### config.mk
export PLATFORM = sky130hd
export DESIGN_NAME = event_route_unit
export DESIGN_NICKNAME = d
export VERILOG_FILES = /design/src/rtl/evr_pkg.sv /design/src/rtl/evr_idx_decode.sv /design/src/rtl/evr_map_table.sv /design/src/rtl/evr_inc_route.sv /design/src/rtl/evr_query.sv /design/src/rtl/event_route_unit.sv
export SDC_FILE = /design/constraint.sdc
export NUM_CORES = 1
export LEC_CHECK = 0
export ABC_AREA = 0
export BUFFER_PORTS_ARGS = -buffer_cell sky130_fd_sc_hd__buf_2
export CAP_MARGIN = 0
export CORE_MARGIN = 4
export CORE_UTILIZATION = 49
export DETAILED_ROUTE_END_ITERATION = 12
export GPL_TIMING_DRIVEN = 0
export PLACE_DENSITY_LB_ADDON = 0.2
export RECOVER_POWER = 100
export SYNTH_ARGS = -nofsm -noshare
export SYNTH_HDL_FRONTEND = slang
export SYNTH_SLANG_ARGS = --single-unit
### constraint.sdc
create_clock -name clk -period 1.8 [get_ports clk]
set_input_delay 0.09 -clock clk [delete_from_list [all_inputs] [get_ports clk]]
set_output_delay 0.09 -clock clk [all_outputs]
set_load 0.05 [all_outputs]
### src/rtl/evr_pkg.sv
// Package: shared constants, index layout and supported-event table for
// the event-to-counter mapping unit.
// Assumes: exactly five supported events; slot order fixes strobe order.
package evr_pkg;

    localparam int IDX_W      = 20;
    localparam int EVT_N      = 5;
    localparam int FIRST_PROG = 3;
    localparam int CYC_FIXED  = 0;
    localparam int INS_FIXED  = 2;

    // Event slots; the number is also the strobe bit position.
    localparam int SLOT_CYC     = 0;
    localparam int SLOT_INS     = 1;
    localparam int SLOT_DTLB_RD = 2;
    localparam int SLOT_DTLB_WR = 3;
    localparam int SLOT_ITLB    = 4;

    localparam logic [3:0] KIND_GENERIC = 4'h0;
    localparam logic [3:0] KIND_CACHE   = 4'h1;

    typedef logic [IDX_W-1:0] evt_idx_t;

    // Layout of a cache-type index.
    typedef struct packed {
        logic [3:0]  kind;
        logic [12:0] cache_id;
        logic [1:0]  op;
        logic        res;
    } cache_idx_t;

    function automatic evt_idx_t mk_generic(input logic [15:0] code);
        return {KIND_GENERIC, code};
    endfunction

    function automatic evt_idx_t mk_cache(input logic [12:0] id,
                                          input logic [1:0]  op,
                                          input logic        res);
        cache_idx_t c;
        c.kind     = KIND_CACHE;
        c.cache_id = id;
        c.op       = op;
        c.res      = res;
        return evt_idx_t'(c);
    endfunction

    // Index accepted for each event slot.
    function automatic evt_idx_t slot_index(input int slot);
        evt_idx_t v;
        case (slot)
            SLOT_CYC:     v = mk_generic(16'h0001);
            SLOT_INS:     v = mk_generic(16'h0002);
            SLOT_DTLB_RD: v = mk_cache(13'd3, 2'd0, 1'b1);
            SLOT_DTLB_WR: v = mk_cache(13'd3, 2'd1, 1'b1);
            SLOT_ITLB:    v = mk_cache(13'd4, 2'd0, 1'b1);
            default:      v = '0;
        endcase
        return v;
    endfunction

endpackage

### src/rtl/evr_idx_decode.sv
// Module: matches a written event index against the supported set.
// Assumes: at most one slot matches (supported indices are distinct).
module evr_idx_decode
    import evr_pkg::*;
(
    input  logic [IDX_W-1:0] idx,
    output logic [EVT_N-1:0] hit,
    output logic             known,
    output logic             is_zero
);

    // One comparator per supported event.
    for (genvar s = 0; s < EVT_N; s++) begin : g_cmp
        assign hit[s] = (idx == slot_index(s));
    end

    // Summary flags for the write control.
    assign known   = |hit;
    assign is_zero = (idx == '0);

endmodule

### src/rtl/evr_map_table.sv
// Module: event-to-slot binding table with write checking and reply.
// Each event owns one valid bit and one slot number; first binder wins,
// zero unbinds every event on the written slot.
// Assumes: FIRST_PROG + NUM_PROG <= NUM_CTR.
module evr_map_table
    import evr_pkg::*;
#(
    parameter int NUM_CTR  = 16,
    parameter int NUM_PROG = 8,
    parameter int CTR_W    = $clog2(NUM_CTR)
) (
    input  logic                        clk,
    input  logic                        rst_n,
    input  logic                        wr_en,
    input  logic [CTR_W-1:0]            wr_ctr,
    input  logic [IDX_W-1:0]            wr_idx,
    output logic                        wr_ack,
    output logic                        wr_err,
    output logic [EVT_N-1:0]            map_vld,
    output logic [EVT_N-1:0][CTR_W-1:0] map_ctr
);

    localparam logic [CTR_W-1:0] PROG_LO = CTR_W'(FIRST_PROG);
    localparam logic [CTR_W-1:0] PROG_HI = CTR_W'(FIRST_PROG + NUM_PROG - 1);

    logic [EVT_N-1:0] hit;
    logic             known;
    logic             is_zero;
    logic             ctr_ok;
    logic             accept;

    evr_idx_decode u_dec (
        .idx     (wr_idx),
        .hit     (hit),
        .known   (known),
        .is_zero (is_zero)
    );

    // Target slot must lie in the programmable window.
    assign ctr_ok = (wr_ctr >= PROG_LO) && (wr_ctr <= PROG_HI);
    // A write is accepted when slot and index are both legal.
    assign accept = ctr_ok && (is_zero || known);

    // One storage entry per event.
    for (genvar s = 0; s < EVT_N; s++) begin : g_slot
        logic             vld_q;
        logic [CTR_W-1:0] ctr_q;
        logic             take;
        logic             drop;

        assign take = wr_en && ctr_ok && hit[s] && !vld_q;
        assign drop = wr_en && ctr_ok && is_zero && vld_q && (ctr_q == wr_ctr);

        // Bind on first claim, release on a zero write to the owner.
        always_ff @(posedge clk) begin
            if (!rst_n) begin
                vld_q <= 1'b0;
                ctr_q <= '0;
            end else if (take) begin
                vld_q <= 1'b1;
                ctr_q <= wr_ctr;
            end else if (drop) begin
                vld_q <= 1'b0;
            end
        end

        assign map_vld[s] = vld_q;
        assign map_ctr[s] = ctr_q;
    end

    // Registered reply: exactly one flag per write.
    always_ff @(posedge clk) begin
        if (!rst_n) begin
            wr_ack <= 1'b0;
            wr_err <= 1'b0;
        end else begin
            wr_ack <= wr_en && accept;
            wr_err <= wr_en && !accept;
        end
    end

endmodule

### src/rtl/evr_inc_route.sv
// Module: turns event strobes into a registered per-slot increment vector.
// Fixed slots follow their own strobe; programmable slots OR the strobes
// of every event bound to them; other slots stay idle.
// Assumes: bound slot numbers are always inside the programmable window.
module evr_inc_route
    import evr_pkg::*;
#(
    parameter int NUM_CTR  = 16,
    parameter int NUM_PROG = 8,
    parameter int CTR_W    = $clog2(NUM_CTR)
) (
    input  logic                        clk,
    input  logic                        rst_n,
    input  logic [EVT_N-1:0]            strobe,
    input  logic [EVT_N-1:0]            map_vld,
    input  logic [EVT_N-1:0][CTR_W-1:0] map_ctr,
    output logic [NUM_CTR-1:0]          inc
);

    logic [NUM_CTR-1:0] inc_d;

    for (genvar c = 0; c < NUM_CTR; c++) begin : g_ctr
        if (c == CYC_FIXED) begin : g_cyc
            assign inc_d[c] = strobe[SLOT_CYC];
        end else if (c == INS_FIXED) begin : g_ins
            assign inc_d[c] = strobe[SLOT_INS];
        end else if (c >= FIRST_PROG && c < FIRST_PROG + NUM_PROG) begin : g_prog
            logic any_hit;
            // OR of every strobe whose event is bound here.
            always_comb begin
                any_hit = 1'b0;
                for (int s = 0; s < EVT_N; s++) begin
                    if (map_vld[s] && strobe[s] && (map_ctr[s] == CTR_W'(c))) begin
                        any_hit = 1'b1;
                    end
                end
            end
            assign inc_d[c] = any_hit;
        end else begin : g_idle
            assign inc_d[c] = 1'b0;
        end
    end

    // Pipeline register on the increment vector.
    always_ff @(posedge clk) begin
        if (!rst_n) inc <= '0;
        else        inc <= inc_d;
    end

endmodule

### src/rtl/evr_query.sv
// Module: combinational lookup of whether a slot counts cycles or
// retired instructions.
// Assumes: a bound slot is never a fixed slot.
module evr_query
    import evr_pkg::*;
#(
    parameter int NUM_CTR = 16,
    parameter int CTR_W   = $clog2(NUM_CTR)
) (
    input  logic [CTR_W-1:0]            qry,
    input  logic [EVT_N-1:0]            map_vld,
    input  logic [EVT_N-1:0][CTR_W-1:0] map_ctr,
    output logic                        is_cyc,
    output logic                        is_ins
);

    // Fixed slot or the current binding of the event.
    assign is_cyc = (qry == CTR_W'(CYC_FIXED)) ||
                    (map_vld[SLOT_CYC] && (map_ctr[SLOT_CYC] == qry));
    assign is_ins = (qry == CTR_W'(INS_FIXED)) ||
                    (map_vld[SLOT_INS] && (map_ctr[SLOT_INS] == qry));

endmodule

### src/rtl/event_route_unit.sv
// Module: top of the event-to-counter mapping unit.
// Assumes: synchronous active-low reset; 3 + NUM_PROG <= NUM_CTR.
module event_route_unit
    import evr_pkg::*;
#(
    parameter int NUM_CTR  = 16,
    parameter int NUM_PROG = 8
) (
    input  logic                       clk,
    input  logic                       rst_n,
    input  logic                       sel_wr_en,
    input  logic [$clog2(NUM_CTR)-1:0] sel_wr_ctr,
    input  logic [19:0]                sel_wr_idx,
    output logic                       sel_ack,
    output logic                       sel_err,
    input  logic [4:0]                 evt_strobe,
    output logic [NUM_CTR-1:0]         ctr_inc,
    input  logic [$clog2(NUM_CTR)-1:0] qry_ctr,
    output logic                       qry_is_cycles,
    output logic                       qry_is_instr
);

    localparam int CTR_W = $clog2(NUM_CTR);

    logic [EVT_N-1:0]            map_vld;
    logic [EVT_N-1:0][CTR_W-1:0] map_ctr;

    evr_map_table #(.NUM_CTR(NUM_CTR), .NUM_PROG(NUM_PROG), .CTR_W(CTR_W)) u_table (
        .clk     (clk),
        .rst_n   (rst_n),
        .wr_en   (sel_wr_en),
        .wr_ctr  (sel_wr_ctr),
        .wr_idx  (sel_wr_idx),
        .wr_ack  (sel_ack),
        .wr_err  (sel_err),
        .map_vld (map_vld),
        .map_ctr (map_ctr)
    );

    evr_inc_route #(.NUM_CTR(NUM_CTR), .NUM_PROG(NUM_PROG), .CTR_W(CTR_W)) u_route (
        .clk     (clk),
        .rst_n   (rst_n),
        .strobe  (evt_strobe),
        .map_vld (map_vld),
        .map_ctr (map_ctr),
        .inc     (ctr_inc)
    );

    evr_query #(.NUM_CTR(NUM_CTR), .CTR_W(CTR_W)) u_query (
        .qry     (qry_ctr),
        .map_vld (map_vld),
        .map_ctr (map_ctr),
        .is_cyc  (qry_is_cycles),
        .is_ins  (qry_is_instr)
    );

endmodule

Word-level counts from Yosys, hierarchy flattened. Cells that the tools add are included.

$lt $le $gt $ge: 2. Eq/ne operators: 53. Multiplexer cells: 50. Reductions and logical operators: 90.

Operators with widths (count): $eq 4x3->1 const B (20); $logic_and 1x1->1 (73); $eq 20x17->1 const B (3); $eq 4x4->1 const B (15); $mux 1 (50); $eq 4x4->1 (7); $eq 4x2->1 const B (6); $eq 20x1->1 const B (1); $eq 20x2->1 const B (1); $logic_not 20->1 (1); $reduce_bool 2->1 (5); $logic_not 1->1 (6); $reduce_or 5->1 (1); $ge 4x2->1 const B (1); $le 4x4->1 const B (1); $logic_not 4->1 (1); $logic_or 1x1->1 (3).

Register bits: 43. Word-level logic and storage cells: 209.

Logic depth before layout (Yosys ltp). Gate-level depths: netlist of run 1.

Word-level depth: 8. Gate-level depth with buffers: 7.

Cells and area by module. A second synthesis of run 1 with hierarchy kept.

Cell total of the unflattened synthesis: 299. Area total of the unflattened synthesis: 2439.8 um^2.

By module, submodules not included: evr_map_table (times used 1, cells each 172, area each 1455.1 um^2, seq. area each 540.5 um^2); evr_inc_route (times used 1, cells each 86, area each 719.4 um^2, seq. area each 200.2 um^2); evr_idx_decode (times used 1, cells each 23, area each 152.6 um^2, seq. area each 0.0 um^2); evr_query (times used 1, cells each 18, area each 112.6 um^2, seq. area each 0.0 um^2).

Least setup slack after synthesis of run 1. OpenSTA, ideal clock, no wires.

Path kind: input -> register. Start point: input sel_wr_ctr[1]. End point: register u_table.g_slot[1].ctr_q[0]. Setup time: 0.122 ns. Data arrival time: 1.718 ns. Data required time: 1.678 ns. Path slack: -0.040 ns. Cell stages on the path: 7. Path buffers: 2. Cell sequence: buf_4 -> a21oi_1 -> mux2i_2 -> nand2_1 -> or4_4 -> buf_6 -> mux2i_1.

Cells in the longest elaborated chain, start to end: 5.

RTL lines: start, declared (line event_route_unit.sv:12) `input logic [$clog2(NUM_CTR)-1:0] sel_wr_ctr,`; $ge 4x2->1 / $le 4x4->1 (equally long branches) (line evr_map_table.sv:40) `assign ctr_ok = (wr_ctr >= PROG_LO) && (wr_ctr <= PROG_HI);`; $logic_and 1x1->1 * (line evr_map_table.sv:40); $logic_and 1x1->1 * (3 in a row) (line evr_map_table.sv:51) `assign take = wr_en && ctr_ok && hit[s] && !vld_q;`; end signal, assigned (line evr_map_table.sv:61) `ctr_q <= wr_ctr;`; end, declared (line evr_map_table.sv:47) `logic [CTR_W-1:0] ctr_q;`.

Every way passes the cells marked *; elsewhere a longest branch is shown, timed or not. A chain may end at the register's enable or synchronous reset.

Worst setup path in the final report of run 1.
Start point: register u_table.g_slot[1].ctr_q[2]. End point: output qry_is_instr.

Cells in the longest elaborated chain, start to end: 3.

RTL lines: $eq 4x4->1 (line evr_query.sv:21) `(map_vld[SLOT_INS] && (map_ctr[SLOT_INS] == qry));`; $logic_and 1x1->1 (line evr_query.sv:21); $logic_or 1x1->1 (line evr_query.sv:20) `assign is_ins = (qry == CTR_W'(INS_FIXED)) ||`; end, declared (line event_route_unit.sv:20) `output logic qry_is_instr`.

Every way passes these cells.

==> flow_summary.yaml, run 1 <==
logic_synthesis:
  synth_area_leaders: "dfxtp_1 (31%), nand2_1 (6.9%), mux2i_1 (6.8%), xnor2_1 (6.0%), xor2_1 (4.8%)"
  synth-simple-area-share_pct: 31.9
  synth_compound_area_share_pct: 12.4
  ys_ff_latch: 37
  async_flop_share_pct: 0
  syn_area_per_cell_sq_um: 8.52
  synth_top_cell_by_area: "dfxtp_1"
  seq_area_frac_synth_pct: 31.5
  synth_top_family_by_area: "simple AND/OR/NAND/NOR gates"
  synth-edff-count: 0
  synthAdderAreaFrac_pct: 0
  synth_flop_cell: "dfxtp_1"
  synthCells: 276
  yosysMostFrequentCell: "nand2_1"
  synthMuxAreaShare_pct: 7.39
  netlist_area_sq_mm: 0.00235
  yosysWarnings: 0
  ys_types: 50
  synth_top_area_share_pct: 31.5
  synth_xor_area_share_pct: 10.8
  ys_top_cells_by_count: "nand2_1 (43), dfxtp_1 (37), mux2i_1 (16), xnor2_1 (16)"
sta:
  final_max_slew_viol_count: 0
  timing.fmax_mhz: 573
  hold_viol: 0
  final.min_clock_period_ns: 1.75
  tns_ns: 0
  worstMarginPinSlew_ns: 0.611
  skew_ns: 0.00186
  finalCritPeriodShare_pct: 97.0
  rsz0062_at_grt: "no"
  setup_viol: 0
  relSlewSlack_pct: 59.4
clock_tree:
  cts_tree: "built"
  cts_buffer_depth: 2
  cts_buffers: 5
  cts_resized: 0
  h-tree-depth: 2
  clk_latency_ns: 0.30
  clock_sinks: 37
  cts_hold_buffers: 0
  cts-root-buf: "clkbuf_8"
  post_cts_buffers: 0
  clk_pin_slew_ns: 0.07
layout:
  syn2layout_area_growth_pct: 15.2
  diodes: 0
  fin_util_pct: 60.2
  drive_gt1_share_pct: 19.1
  nets: 365
die:
  die_area_sq_mm: 0.00597
  start_util_pct: 52.2
  die_width_um: 77.3
  coreArea_sq_mm: 0.00450
  rows: 24
  dieHeight_um: 77.3
  ioPinCount: 56
pwr:
  p_leak_nw: 0.990
  power.density_mw_per_mm2: 607
  power_mw: 1.65
  ir_worst_vdd_mv: 0.353
setup_path:
  arrival_ns: 1.66
  cpLargestDelayFamily: "buffers and inverters"
  cp_num_buf_inv: 2
  critPathKind: "flop to output port"
  crit_chain: "clkbuf_1 > xor2_1 > nor3_1 > a32o_1 > buf_2"
  r2r_cells: 5
  end_kind: "output port"
  cp_max_fo: 6
  cp_num_cells: 5
  slowest_stage: "dfxtp_1"
  cp.required_ns: 1.71
  critPathMaxStageDelay_ns: 0.31
  startpoint_type: "flop"
global_route:
  grt_usage_pct: 21.4
  first_global_vias: 2082
  grt_max_degree: 11
  grt_first_pass_wirelength_um: 10100
  antenna_found_initial: 0
  overflow: 0
placed_design:
  gp_congestion: 0.899
  place_hpwl_um: 4850
  port_buffers: 44
job:
  drv_cap: 0
routing:
  wl_per_cell_um: 16.5
  via_per_inst: 5.64
  dr.pass1.iters: 4
  routed_wl_um: 6280
  drc: 0
  drtIter0Drc: 193
  dr_total_vias: 2149
  ant_nets: 0
worst_hold_path:
  min_path_type: "primary input to flop"
  min_path_cells: 3
outcome:
  status: "complete, no violations"
flip-flops by register name (all words and copies together) (netlist names):
signal and cells:
u_table.g_slot.vld_q 5, u_route.inc 10, u_table.wr_ack 1, u_table.wr_err 1
u_table.g_slot.ctr_q 20
metal layers:
layer	global-route usage [%]	up-vias	wire (um)	part of all wire, %
li1	-	1075	-	-
met1	27.4	1019	2840	45
met2	36.5	46	3110	49
met3	3.63	9	252	4.0
met4	6.41	0	82	1.3
met5	0	-	0	0
stage by stage:
step | hold slack, ns | cell area, sq um | worst slack [ns] | cells
floorplan | 0.206 | 2370 | 0.0437 | 281
global placement | 0.336 | 2660 | -0.138 | 377
detailed placement | 0.341 | 2660 | -0.164 | 377
CTS | 0.0286 | 2750 | 0.0539 | 384
global route | 0.0557 | 2710 | 0.0238 | 381
finish | 0.0285 | 2710 | 0.0544 | 381
report_power, final:
group,switching [mW],internal [mW],leakage [nW],total (mW)
registers,0.00122,0.822,0.299,0.823
clock network,0.295,0.304,0.0443,0.599
logic,0.145,0.0780,0.647,0.223
cell type report:
cell class                 instances  area [sq um]
buffer                            21           113
clock buffer                       7          86.3
fill                             435          1790
inverter                           2          7.51
multi-input combinational        218          1490
sequential                        37           741
tap                               52          65.1
timing repair buffer              44           205
final timing paths:
path                                    from                    endpoint  slack [ns]
setup reg to reg  u_table.g_slot[1].ctr_q[2]              u_route.inc[4]        0.28
hold / removal                     sel_wr_en              u_table.wr_err        0.03
setup / recovery  u_table.g_slot[1].ctr_q[2]                qry_is_instr        0.05
hold reg to reg   u_table.g_slot[2].ctr_q[2]  u_table.g_slot[2].ctr_q[2]        0.51
layout by cell type (no fill, tap or decap), drive strengths merged, types with 12 or more instances in the layout:
master  instances
dfxtp          37
clkbuf         31
mux2i          17
nor2           14
xor2           13
nand2          44
nand2b         12
buf            41
xnor2          16
nor3           16
worst min-delay path, stage by stage:
cell     delay [ns]
buf_2          0.11
nand2_1        0.05
a21oi_1        0.03
logic make-up (layout without fill, tap and decap cells):
group                     after synthesis  after routing
buffers and inverters                  26             74
xor gates and xnor gates               29             29
DFF                                    37             37
and+or+nand+nor                       126            126
other                                   1              6
muxes                                  17             17
AOI/OAI and AO/OA                      40             40
Power figures use the tool's default switching activity.
==> inputs of run 2 (changes only) <==
--- a/config.mk
+++ b/config.mk
@@ -10,6 +10,7 @@
 export CAP_MARGIN = 0
 export CORE_MARGIN = 4
 export CORE_UTILIZATION = 49
+export CTS_CLUSTER_DIAMETER = 40
 export DETAILED_ROUTE_END_ITERATION = 12
 export GPL_TIMING_DRIVEN = 0
 export PLACE_DENSITY_LB_ADDON = 0.2
==> constraint.sdc (replaced) <==
create_clock -name clk -period 1.8 [get_ports clk]
set_input_delay 0.45 -clock clk [delete_from_list [all_inputs] [get_ports clk]]
set_output_delay 0.45 -clock clk [all_outputs]
set_load 0.05 [all_outputs]
==> flow_summary.yaml, run 2 (same netlist as run 1, synthesis figures left out) <==
layout:
  design_area_sq_mm: 0.00296
  diodes: 0
  fin_util_pct: 65.7
  instances_no_fill: 393
  final_common_cell: "nand2_1"
  largest_reg_flops: 20
  largest_register: "u_table.g_slot.ctr_q"
  nets: 377
  reg_top3: "u_table.g_slot.ctr_q: 20 flops, u_route.inc: 10 flops, u_table.g_slot.vld_q: 5 flops"
  drive_gt1_share_pct: 27.6
  layout.cells.most_common_list: "nand2_1 (42), dfxtp_1 (30), buf_2 (28)"
  syn2layout_area_growth_pct: 25.8
sta:
  relSlewSlack_pct: 58.0
  finalCritPeriodShare_pct: 109
  timing.fmax_mhz: 509
  finalWorstSetupSlack_ns: -0.166
  hold_viol: 0
  timing.hold.ws_ns: 0.397
  final_max_slew_viol_count: 0
  rsz0062_at_grt: "yes"
  skew_ns: 0.0116
  tns_ns: -1.57
  setup_viol: 16
  worstMarginPinSlew_ns: 0.630
  final.min_clock_period_ns: 1.97
clock_tree:
  clk_latency_ns: 0.30
  clock_sinks: 37
  cts_hold_buffers: 0
  cts_buffers: 5
  cts-root-buf: "clkbuf_8"
  cts_tree: "built"
  h-tree-depth: 2
  cts_buffer_depth: 2
  clk_pin_slew_ns: 0.08
outcome:
  status: "complete, but fails checks"
  violations: "negative setup slack"
global_route:
  first_global_vias: 2152
  overflow: 0
  grt_usage_pct: 22.2
  grt_max_degree: 11
  grt_first_pass_wirelength_um: 10400
  antenna_found_initial: 0
pwr:
  power_mw: 1.67
  power.density_mw_per_mm2: 563
  p_leak_nw: 1.11
  ir_worst_vdd_mv: 0.461
job:
  drv_cap: 0
routing:
  drc: 0
  routed_wl_um: 6770
  via_per_inst: 5.76
  drtIter0Drc: 250
  dr.pass1.iters: 4
  ant_nets: 0
  wl_per_cell_um: 17.2
  dr_total_vias: 2265
setup_path:
  arrival_ns: 2.13
  cp.required_ns: 1.97
  r2r_cells: 6
  cp_max_fo: 5
  rrSetupSlack_ns: 0.08
  worstSetupStartpoint: "sel_wr_idx[2]"
  critPathKind: "primary input to flop"
  timing.rr.end: "u_route.inc[4]"
  reg2reg_from: "u_table.g_slot[1].ctr_q[2]"
  startpoint_type: "primary input"
  end_kind: "flop"
placed_design:
  dp_cells: 377
  port_buffers: 44
  placed_area_sq_mm: 0.00269
  gp_congestion: 0.936
  place_ws_ns: -0.525
  place_hpwl_um: 4800
die:
  coreArea_sq_mm: 0.00450
  rows: 24
  ioPinCount: 56
  die_width_um: 77.3
  dieHeight_um: 77.3
  start_util_pct: 52.2
  die_area_sq_mm: 0.00597
worst_hold_path:
  hold_end: "u_table.wr_err"
  hp-start: "sel_wr_en"
  min_path_type: "primary input to flop"
  min_path_cells: 3
-- run 2: power breakdown --
group | internal (mW) | switching (mW) | total (mW)
clock | 0.304 | 0.295 | 0.599
combinational | 0.0962 | 0.155 | 0.251
sequential | 0.815 | 0.000681 | 0.816
-- run 2: worst max-delay path by stage --
stage                                            end  depth (start not counted)  slack (ns)
after floorplan           u_table.g_slot[1].ctr_q[0]                          6       -0.28
after global placement    u_table.g_slot[3].ctr_q[0]                          6       -0.50
after detailed placement  u_table.g_slot[3].ctr_q[0]                          6       -0.53
after CTS                 u_table.g_slot[3].ctr_q[0]                          6       -0.17
after global routing      u_table.g_slot[2].ctr_q[0]                          6       -0.20
final                     u_table.g_slot[1].ctr_q[0]                          6       -0.17
-- run 2: critical path, cell delays in order --
cell and delay [ns]:
buf_6 0.09, or4_4 0.56, nor3_4 0.17, nand3_4 0.14, or4_4 0.57, mux2i_1 0.15
-- run 2: layer usage --
layer	GRT usage, %	up-vias	part of all wire, %
li1	-	1101	-
met1	28.2	1050	41
met2	36.8	99	49
met3	4.68	15	8.2
met4	8.36	0	2.0
met5	0	-	0
-- run 2: repair_timing --
item                                    4_1_cts  5_1_grt
setup buffers                                 5       13
endpoints found under the setup margin       19       26
gates resized for setup                      18       20
pin swaps                                    10       15
-- run 2: layout make-up --
cell class,count,area (sq um)
multi-input combinational,218,1560
buffer,17,119
fill,379,1550
clock buffer,7,86.3
tap,52,65.1
timing repair buffer,60,360
sequential,37,759
inverter,2,7.51
